### config.mk
export PLATFORM = sky130hd
export DESIGN_NAME = ext_edge_irq_ctrl
export DESIGN_NICKNAME = d
export VERILOG_FILES = /design/src/rtl/eirq_pkg.sv /design/src/rtl/eirq_edge_detect.sv /design/src/rtl/eirq_flag_bank.sv /design/src/rtl/eirq_regs.sv /design/src/rtl/ext_edge_irq_ctrl.sv
export SDC_FILE = /design/constraint.sdc
export NUM_CORES = 1
export LEC_CHECK = 0
export BUFFER_PORTS_ARGS = -buffer_cell sky130_fd_sc_hd__buf_2
export CORE_MARGIN = 2
export CORE_UTILIZATION = 55
export DETAILED_ROUTE_END_ITERATION = 7
export PLACE_DENSITY_LB_ADDON = 0.25
export SYNTH_ARGS = -nofsm -noshare
export SYNTH_HDL_FRONTEND = slang
export SYNTH_HIERARCHICAL = 1
export SYNTH_SLANG_ARGS = --single-unit
### constraint.sdc
create_clock -name clk -period 2.3 [get_ports clk]
set_input_delay 0.115 -clock clk [delete_from_list [all_inputs] [get_ports clk]]
set_output_delay 0.115 -clock clk [all_outputs]
set_load 0.02 [all_outputs]
### src/rtl/eirq_pkg.sv
`timescale 1ns/1ps
// Package: register offsets and widths shared by the edge interrupt controller.
package eirq_pkg;
    localparam int REG_AW = 8;
    localparam int REG_DW = 32;
    localparam logic [REG_AW-1:0] OFS_REQ_EN   = 8'h00;
    localparam logic [REG_AW-1:0] OFS_RISE_EN  = 8'h04;
    localparam logic [REG_AW-1:0] OFS_FALL_EN  = 8'h08;
    localparam logic [REG_AW-1:0] OFS_OVR_EN   = 8'h0C;
    localparam logic [REG_AW-1:0] OFS_OVR_STAT = 8'h10;
    localparam logic [REG_AW-1:0] OFS_EVT_STAT = 8'h14;
endpackage

### src/rtl/eirq_edge_detect.sv
`timescale 1ns/1ps
// Module: eirq_edge_detect
// Synchronizes each pin through two flops, keeps the previous synchronized
// level and reports an event for an enabled rising or falling transition.
// Assumes pins are idle low at reset (the history flops reset to 0).
module eirq_edge_detect #(
    parameter int NUM_PINS = 16
) (
    input  logic                clk,
    input  logic                rst_n,
    input  logic [NUM_PINS-1:0] pin_i,
    input  logic [NUM_PINS-1:0] rise_en_i,
    input  logic [NUM_PINS-1:0] fall_en_i,
    output logic [NUM_PINS-1:0] evt_o
);
    logic [NUM_PINS-1:0] rise_v;
    logic [NUM_PINS-1:0] fall_v;

    for (genvar g = 0; g < NUM_PINS; g++) begin : g_pin
        logic meta_q;
        logic sync_q;
        logic prev_q;

        // Two-flop synchronizer followed by a one-cycle history flop.
        always_ff @(posedge clk) begin
            if (!rst_n) begin
                meta_q <= 1'b0;
                sync_q <= 1'b0;
                prev_q <= 1'b0;
            end else begin
                meta_q <= pin_i[g];
                sync_q <= meta_q;
                prev_q <= sync_q;
            end
        end

        // Edge classification from current and previous synchronized level.
        always_comb begin
            rise_v[g] = sync_q & ~prev_q;
            fall_v[g] = ~sync_q & prev_q;
        end
    end

    // Qualify edges with their per-pin direction enables.
    always_comb begin
        evt_o = (rise_v & rise_en_i) | (fall_v & fall_en_i);
    end

    // a rise-only event implies the pin was high two samples earlier.
    p_rise_latency_r2: assert property (@(posedge clk) disable iff (!rst_n)
        ((evt_o & rise_en_i & ~fall_en_i) & ~$past(pin_i, 2)) == '0);
endmodule

### src/rtl/eirq_flag_bank.sv
`timescale 1ns/1ps
// Module: eirq_flag_bank
// Holds the pending and overrun flags. Clears are write-1; a new event
// wins over a clear on the same edge. An overrun uses the flag value
// before any same-cycle clear.
module eirq_flag_bank #(
    parameter int NUM_PINS = 16
) (
    input  logic                clk,
    input  logic                rst_n,
    input  logic [NUM_PINS-1:0] evt_i,
    input  logic [NUM_PINS-1:0] clr_evt_i,
    input  logic [NUM_PINS-1:0] clr_ovr_i,
    input  logic [NUM_PINS-1:0] ovr_en_i,
    output logic [NUM_PINS-1:0] evt_stat_o,
    output logic [NUM_PINS-1:0] ovr_stat_o
);
    logic [NUM_PINS-1:0] evt_q, evt_d;
    logic [NUM_PINS-1:0] ovr_q, ovr_d;

    // Next-state: set dominates clear for both flag sets.
    always_comb begin
        evt_d = (evt_q & ~clr_evt_i) | evt_i;
        ovr_d = (ovr_q & ~clr_ovr_i) | (evt_i & evt_q & ovr_en_i);
    end

    // Flag registers.
    always_ff @(posedge clk) begin
        if (!rst_n) begin
            evt_q <= '0;
            ovr_q <= '0;
        end else begin
            evt_q <= evt_d;
            ovr_q <= ovr_d;
        end
    end

    assign evt_stat_o = evt_q;
    assign ovr_stat_o = ovr_q;

    // every event seen is reflected as a pending bit one edge later.
    p_set_wins_r7: assert property (@(posedge clk) disable iff (!rst_n)
        |evt_i |=> ((evt_q & $past(evt_i)) == $past(evt_i)));

    // pending bits change only where an event or clear arrived.
    p_hold_r6: assert property (@(posedge clk) disable iff (!rst_n)
        1'b1 |=> (((evt_q ^ $past(evt_q)) & ~$past(evt_i | clr_evt_i)) == '0));

    // a new overrun bit needs a pending flag and an armed enable.
    p_ovr_cause_r8: assert property (@(posedge clk) disable iff (!rst_n)
        1'b1 |=> ((ovr_q & ~$past(ovr_q) & ~$past(evt_q & ovr_en_i & evt_i)) == '0));
endmodule

### src/rtl/eirq_regs.sv
`timescale 1ns/1ps
// Module: eirq_regs
// Register port: four read/write enable registers, write-1 clear pulses for
// the two flag registers and a combinational read multiplexer.
// Assumes NUM_PINS does not exceed the data width.
module eirq_regs #(
    parameter int NUM_PINS = 16
) (
    input  logic                       clk,
    input  logic                       rst_n,
    input  logic                       wr_i,
    input  logic [eirq_pkg::REG_AW-1:0] addr_i,
    input  logic [eirq_pkg::REG_DW-1:0] wdata_i,
    output logic [eirq_pkg::REG_DW-1:0] rdata_o,
    input  logic [NUM_PINS-1:0]         evt_stat_i,
    input  logic [NUM_PINS-1:0]         ovr_stat_i,
    output logic [NUM_PINS-1:0]         req_en_o,
    output logic [NUM_PINS-1:0]         rise_en_o,
    output logic [NUM_PINS-1:0]         fall_en_o,
    output logic [NUM_PINS-1:0]         ovr_en_o,
    output logic [NUM_PINS-1:0]         clr_evt_o,
    output logic [NUM_PINS-1:0]         clr_ovr_o
);
    import eirq_pkg::*;

    localparam int PAD_W = REG_DW - NUM_PINS;

    logic [NUM_PINS-1:0] wbits;
    logic [NUM_PINS-1:0] rsel;

    assign wbits = wdata_i[NUM_PINS-1:0];

    // Enable registers, written whole on an address match.
    always_ff @(posedge clk) begin
        if (!rst_n) begin
            req_en_o  <= '0;
            rise_en_o <= '0;
            fall_en_o <= '0;
            ovr_en_o  <= '0;
        end else if (wr_i) begin
            if (addr_i == OFS_REQ_EN)  req_en_o  <= wbits;
            if (addr_i == OFS_RISE_EN) rise_en_o <= wbits;
            if (addr_i == OFS_FALL_EN) fall_en_o <= wbits;
            if (addr_i == OFS_OVR_EN)  ovr_en_o  <= wbits;
        end
    end

    // Write-1 clear pulses toward the flag bank.
    always_comb begin
        clr_evt_o = (wr_i && addr_i == OFS_EVT_STAT) ? wbits : '0;
        clr_ovr_o = (wr_i && addr_i == OFS_OVR_STAT) ? wbits : '0;
    end

    // Read selection by address; unmapped offsets read zero.
    always_comb begin
        unique case (addr_i)
            OFS_REQ_EN:   rsel = req_en_o;
            OFS_RISE_EN:  rsel = rise_en_o;
            OFS_FALL_EN:  rsel = fall_en_o;
            OFS_OVR_EN:   rsel = ovr_en_o;
            OFS_OVR_STAT: rsel = ovr_stat_i;
            OFS_EVT_STAT: rsel = evt_stat_i;
            default:      rsel = '0;
        endcase
    end

    if (PAD_W > 0) begin : g_pad
        assign rdata_o = {{PAD_W{1'b0}}, rsel};
    end else begin : g_nopad
        assign rdata_o = rsel;
    end

    // a write of zero to the pending register never clears a bit.
    p_w0_noeffect_r6: assert property (@(posedge clk) disable iff (!rst_n)
        (wr_i && addr_i == OFS_EVT_STAT && wbits == '0) |=>
        ((~evt_stat_i & $past(evt_stat_i)) == '0));
endmodule

### src/rtl/ext_edge_irq_ctrl.sv
`timescale 1ns/1ps
// Module: ext_edge_irq_ctrl
// Top of the edge-triggered external interrupt controller: edge detection,
// flag bank and register port, plus request gating and the overrun line.
// Assumes a single clock domain for the register port.
module ext_edge_irq_ctrl #(
    parameter int NUM_PINS = 16
) (
    input  logic                clk,
    input  logic                rst_n,
    input  logic [NUM_PINS-1:0] irq_pin_i,
    input  logic                reg_wr_i,
    input  logic [7:0]          reg_addr_i,
    input  logic [31:0]         reg_wdata_i,
    output logic [31:0]         reg_rdata_o,
    output logic [NUM_PINS-1:0] irq_req_o,
    output logic                overrun_irq_o
);
    logic [NUM_PINS-1:0] evt;
    logic [NUM_PINS-1:0] evt_stat, ovr_stat;
    logic [NUM_PINS-1:0] req_en, rise_en, fall_en, ovr_en;
    logic [NUM_PINS-1:0] clr_evt, clr_ovr;

    eirq_edge_detect #(.NUM_PINS(NUM_PINS)) u_detect (
        .clk       (clk),
        .rst_n     (rst_n),
        .pin_i     (irq_pin_i),
        .rise_en_i (rise_en),
        .fall_en_i (fall_en),
        .evt_o     (evt)
    );

    eirq_flag_bank #(.NUM_PINS(NUM_PINS)) u_flags (
        .clk        (clk),
        .rst_n      (rst_n),
        .evt_i      (evt),
        .clr_evt_i  (clr_evt),
        .clr_ovr_i  (clr_ovr),
        .ovr_en_i   (ovr_en),
        .evt_stat_o (evt_stat),
        .ovr_stat_o (ovr_stat)
    );

    eirq_regs #(.NUM_PINS(NUM_PINS)) u_regs (
        .clk        (clk),
        .rst_n      (rst_n),
        .wr_i       (reg_wr_i),
        .addr_i     (reg_addr_i),
        .wdata_i    (reg_wdata_i),
        .rdata_o    (reg_rdata_o),
        .evt_stat_i (evt_stat),
        .ovr_stat_i (ovr_stat),
        .req_en_o   (req_en),
        .rise_en_o  (rise_en),
        .fall_en_o  (fall_en),
        .ovr_en_o   (ovr_en),
        .clr_evt_o  (clr_evt),
        .clr_ovr_o  (clr_ovr)
    );

    // Request gating and the combined overrun line.
    always_comb begin
        irq_req_o     = evt_stat & req_en;
        overrun_irq_o = |ovr_stat;
    end

    // the overrun line can only rise after a detected edge.
    p_ovr_line_r9: assert property (@(posedge clk) disable iff (!rst_n)
        $rose(overrun_irq_o) |-> $past(|evt));
endmodule

## Word-level counts from Yosys, hierarchy flattened

Index checks and enable logic that the tools add are counted.
Widths: inputs -> output; s select.

| operators by class | value |
|---|---|
| equality and inequality tests | 5 |
| muxes and demuxes | 3 |
| bitwise operators | 76 |
| reductions and logical operators | 8 |

Operators by type and width:

| cell | count |
|---|---|
| $and 16x16->16 | 7 |
| $pmux 16 s6 | 1 |
| $or 16x16->16 | 3 |
| $and 1x1->1 | 32 |
| $mux 16 | 2 |
| $not 1->1 | 32 |
| $not 16->16 | 2 |
| $eq 8x4->1 const B | 2 |
| $eq 8x5->1 const B | 2 |
| $reduce_or 16->1 | 1 |
| $eq 8x3->1 const B | 1 |
| $logic_not 8->1 | 1 |
| $reduce_and 2->1 | 4 |
| $logic_and 1x1->1 | 2 |

| word-level totals | value |
|---|---|
| register bits | 144 |
| input port bits | 59 |
| output and inout port bits | 49 |
| logic and storage cells | 146 |

## Logic depth before layout (Yosys ltp)

| depth | value |
|---|---|
| depth in word-level cells | 7 |
| mapped depth | 7 |
| mapped depth without buffers | 5 |

## Cells and area by module

Netlist, hierarchy kept.

By module, submodules not included:

| module | times used | cells an instance | area an instance (um^2) | sequential area each (um^2) |
|---|---|---|---|---|
| eirq_regs | 1 | 379 | 3693.5 | 1281.2 |
| eirq_edge_detect | 1 | 149 | 1565.3 | 960.9 |
| eirq_flag_bank | 1 | 117 | 1173.6 | 640.6 |
| ext_edge_irq_ctrl | 1 | 21 | 131.4 | 0.0 |

## Least setup slack after synthesis

OpenSTA, ideal clock, no wires.

| timing | value |
|---|---|
| path kind | input to register |
| start | input reg_addr_i[0] |
| end | register u_flags.evt_q[10], in the netlist u_flags/evt_stat_o[10] |
| setup time | 0.115 ns |
| data arrival time | 1.501 ns |
| required time | 2.185 ns |
| slack | 0.685 ns |
| stages | 7 |
| buffers on the path | 2 |
| path through | buf_4 -> or4b_4 -> nor3_4 -> buf_6 -> and2_1 -> nor2b_1 -> o21a_1 |

| between the ends | value |
|---|---|
| cells in the longest elaborated chain, start to end | 6 |

RTL lines:

| what | RTL line | RTL |
|---|---|---|
| start, declared | ext_edge_irq_ctrl.sv:13 | `input logic [7:0] reg_addr_i,` |
| $eq 8x5->1 | eirq_regs.sv:50 | `clr_evt_o = (wr_i && addr_i == OFS_EVT_STAT) ? wbits : '0;` |
| $logic_and 1x1->1 | eirq_regs.sv:50 |  |
| $mux 16 | eirq_regs.sv:50 |  |
| net clr_evt[10] | ext_edge_irq_ctrl.sv:22 | `logic [NUM_PINS-1:0] clr_evt, clr_ovr;` |
| $not 16->16 | eirq_flag_bank.sv:23 | `evt_d = (evt_q & ~clr_evt_i) \| evt_i;` |
| $and 16x16->16 | eirq_flag_bank.sv:23 |  |
| $or 16x16->16 | eirq_flag_bank.sv:23 |  |
| end signal, assigned | eirq_flag_bank.sv:33 | `evt_q <= evt_d;` |
| end, declared | eirq_flag_bank.sv:18 | `logic [NUM_PINS-1:0] evt_q, evt_d;` |

The timed path passes the listed nets, and every way through them passes these cells.
A chain may end at the register's enable or synchronous reset.

## Final worst setup path

| timing | value |
|---|---|
| start | register u_flags.ovr_q[10], in the netlist u_flags/ovr_stat_o[10] |
| end | output overrun_irq_o |

| between the ends | value |
|---|---|
| cells in the longest elaborated chain, start to end | 1 |

RTL lines:

| what | RTL line | RTL |
|---|---|---|
| start, declared | eirq_flag_bank.sv:19 | `logic [NUM_PINS-1:0] ovr_q, ovr_d;` |
| start signal, assigned | eirq_flag_bank.sv:34 | `ovr_q <= ovr_d;` |
| $reduce_or 16->1 | ext_edge_irq_ctrl.sv:64 | `overrun_irq_o = \|ovr_stat;` |
| end, declared | ext_edge_irq_ctrl.sv:17 | `output logic overrun_irq_o` |

No other way between the ends.

==> metrics.md <==
| Metric | Value |
|---|---|
| Achievable Freq | `532 MHz` |
| Synth Area in Adders | `0` |
| Simple-gate portion of the synthesized area | `0.276` |
| Vias in the first global route | `between 5000 and 6000` |
| Final min period | `~1.9 ns` |
| Input/output buffers | `between 70 and 80` |
| Clk_skew | `0.00607 ns` |
| Die area | `around 13000 µm²` |
| Largest net degree at the start of global routing | `between 90 and 100` |
| Worst Path Max Fanout | `3` |
| CP endpoint kind | `output port` |
| Relative slew slack | `0.602` |
| Complex-gate fraction of the synthesized area | `0.0522` |
| Hold crit path type | `in -> reg` |
| Largest family of logic cells by synthesized area | `simple AND/OR/NAND/NOR gates` |
| Leading area contributor after synthesis | `dfxtp_1` |
| First-pass GRT wire length | `around 25000 µm` |
| Initial Utilization | `0.570` |
| Setup Fix Bufs, Post-CTS | `0` |
| Syn_area_per_cell | `slightly below 10 µm²` |
| FF+latch count, synth | `approximately 140` |
| Area Overhead vs Synth | `19.6%` |
| Worst skew pair latency | `around 0.43 ns` |
| Detailed Routing Iterations Pass 1 | `7` |
| Status | `complete, but fails checks` |
| CTS tree | `built` |
| Total placed cells including tap cells | `approximately 870` |
| Number of I/O pins | `approximately 110` |
| Fin nets | `around 820` |
| First DRT Iteration DRCs | `521` |
| Synth unique cells | `34` |
| Root Driver | `clkbuf_16` |
| Grt total ovfl | `0` |
| Total GRT Usage | `0.252` |
| WL/cell | `about 17 µm` |
| Worst-path clk slew | `~0.06 ns` |
| Post-Layout Cell Count | `slightly above 900` |
| Final TNS setup | `0 ns` |
| CTS sink cnt | `144` |
| CTS Buffer Depth | `2` |
| WP data arrival | `around 1.8 ns` |
| DIE HEIGHT | `roughly 110 µm` |
| RSZ-0062 raised after global routing | `false` |
| Antenna violations before repair | `2` |
| Core Area | `11500 µm²` |
| Mux cell area share after synthesis | `0.177` |
| Post-Syn Area | `~6600 µm²` |
| Post-synthesis xor/xnor area fraction | `0` |
| Num rows | `39` |
| Startpoint types | `flop` |
| Max-slew violations | `0` |
| Top cells by area, synth | `dfxtp_1, mux2i_1, and2_1` |
| Drc violations | `14` |
| Crit share post-route | `0.817` |
| Share of cells above drive strength 1 | `0.211` |
| Via density | `approximately 5.5` |
| Sequential area share after synthesis | `0.439` |
| # setup viols final | `0` |
| Warnings, synthesis | `6` |
| Total CTS buffers | `17` |
| Cells after synthesis | `~670` |
| DR vias | `between 5000 and 6000` |
| Placer Congestion | `roughly 0.82` |
| H-tree levels | `4` |
| Pwr dens | `between 700 and 800 nW/µm²` |
| Hold Vio Cnt, Final | `0` |
| Failing checks | `DRC` |
| WP data required | `between 2 and 2.5 ns` |
| DIE WIDTH | `113 µm` |
| Post-CTS Resized | `0` |
| Worst-Margin Slew | `0.591 ns` |
| Max Cap Viol | `0` |
| HPWL Detailed | `10100 µm` |
| Synth top area share | `0.439` |
| Overall routed net length | `around 15000 µm` |
| Worst VDD drop | `slightly below 600 µV` |
| Leak | `about 3.7 nW` |
| Post-route worst setup slack | `around 0.42 ns` |
| CP Class | `reg -> out` |
| Remaining antenna violation count | `0` |
| Dpl ws | `around 0.37 ns` |
[kinds of logic (layout without fill, tap and decap cells)]
group                  Yosys count  in the layout
AOI/OAI and AO/OA               52             52
buffers and inverters           54            145
DFF                            144            144
muxes                          104            104
other                            1             17
and+or+nand+nor                311            311
[per-layer routing]
metal	vias to the layer above	share of wire	GRT usage
met5	-	0.00084	0
met4	2	0.022	0.109
met3	37	0.063	0.0761
met2	151	0.48	0.413
met1	2422	0.43	0.308
li1	2464	-	-
[synthesized netlist by cell type, drive strengths merged]
master,instances
dfxtp,144
o211a,2
clkbuf,12
nor3b,1
nor2b,17
mux4,8
o22ai,2
nand3b,32
or3,2
conb,1
nor4,5
nor4b,2
nand2,113
or3b,1
a222oi,6
mux2i,78
o21ai,26
nand3,8
or4b,2
nand4,21
mux2,18
inv,1
buf,41
nor2,7
and2,96
nor3,4
o21a,16
[repair_timing]
| action | CTS | global route |
|---|---|---|
| hold buffers | 17 | 0 |
| endpoints found under the hold margin | 18 | 0 |
| setup endpoints to repair | 0 | 0 |
[registers in the layout, indices dropped and copies added, names as in the netlist]
register / count
u_flags/evt_stat_o: 16
u_detect/g_pin.prev_q: 16
u_regs/fall_en_o: 16
u_regs/req_en_o: 16
u_regs/ovr_en_o: 16
u_detect/g_pin.sync_q: 16
u_regs/rise_en_o: 16
u_detect/g_pin.meta_q: 16
u_flags/ovr_stat_o: 16
[worst max-delay path, cell delays in order (launching register included)]
cell     delay [ns]
dfxtp_1        0.33
nor4_1         0.56
nand4_1        0.23
buf_2          0.22
[stage by stage]
stage                     utilization  power, mW  hold slack (ns)  instance area [µm²]
after floorplan                     -       2.80            0.237                 6620
after detailed placement        0.608       2.86            0.320                 7000
after global placement          0.608       2.85            0.313                 7000
after global routing            0.681       6.16           0.0533                 7850
final                           0.682       6.00           0.0447                 7850
after CTS                       0.681       6.03           0.0244                 7850
[final cells by class]
| cell class | count | area (µm²) |
|---|---|---|
| Antenna cell | 1 | 2.50 |
| Clock buffer | 22 | 474 |
| Clock inverter | 10 | 205 |
| Fill cell | 881 | 3670 |
| Inverter | 1 | 3.75 |
| Multi-Input combinational cell | 483 | 3380 |
| Sequential cell | 144 | 2880 |
| Tap cell | 143 | 179 |
| Timing Repair Buffer | 112 | 723 |
[final timing paths]
path / startpoint / to / slack (ns) / depth (start not counted)
worst max-delay path: u_flags/ovr_stat_o[10] / overrun_irq_o / 0.42 / 3
worst min-delay path: reg_wdata_i[15] / u_regs/rise_en_o[15] / 0.04 / 3
worst max register to register: u_regs/rise_en_o[11] / u_flags/ovr_stat_o[11] / 1.30 / 4
worst min register to register: u_detect/g_pin[3].meta_q / u_detect/g_pin[3].sync_q / 0.43 / 1
[layout by cell type, fill, tap and decap left out, types with 8 or more instances in the layout]
master         instances
o21a_1                16
nor2b_1               17
nand2_1              113
dlygate4sd3_1         17
conb_1                16
mux4_2                 8
nand3b_1              32
clkbuf_16             17
buf_2                 74
mux2_2                18
nand3_1                8
dfxtp_1              144
nand4_1               17
o21ai_0               26
mux2i_1               78
buf_4                 19
and2_1                96
[report_power, final]
group | internal, mW | switching, mW | leakage, nW
combinational | 0.112 | 0.174 | 2.22
sequential | 2.53 | 0.0143 | 1.17
clock | 2.12 | 1.05 | 0.326
Note: power is estimated with default switching activity, not from simulation.
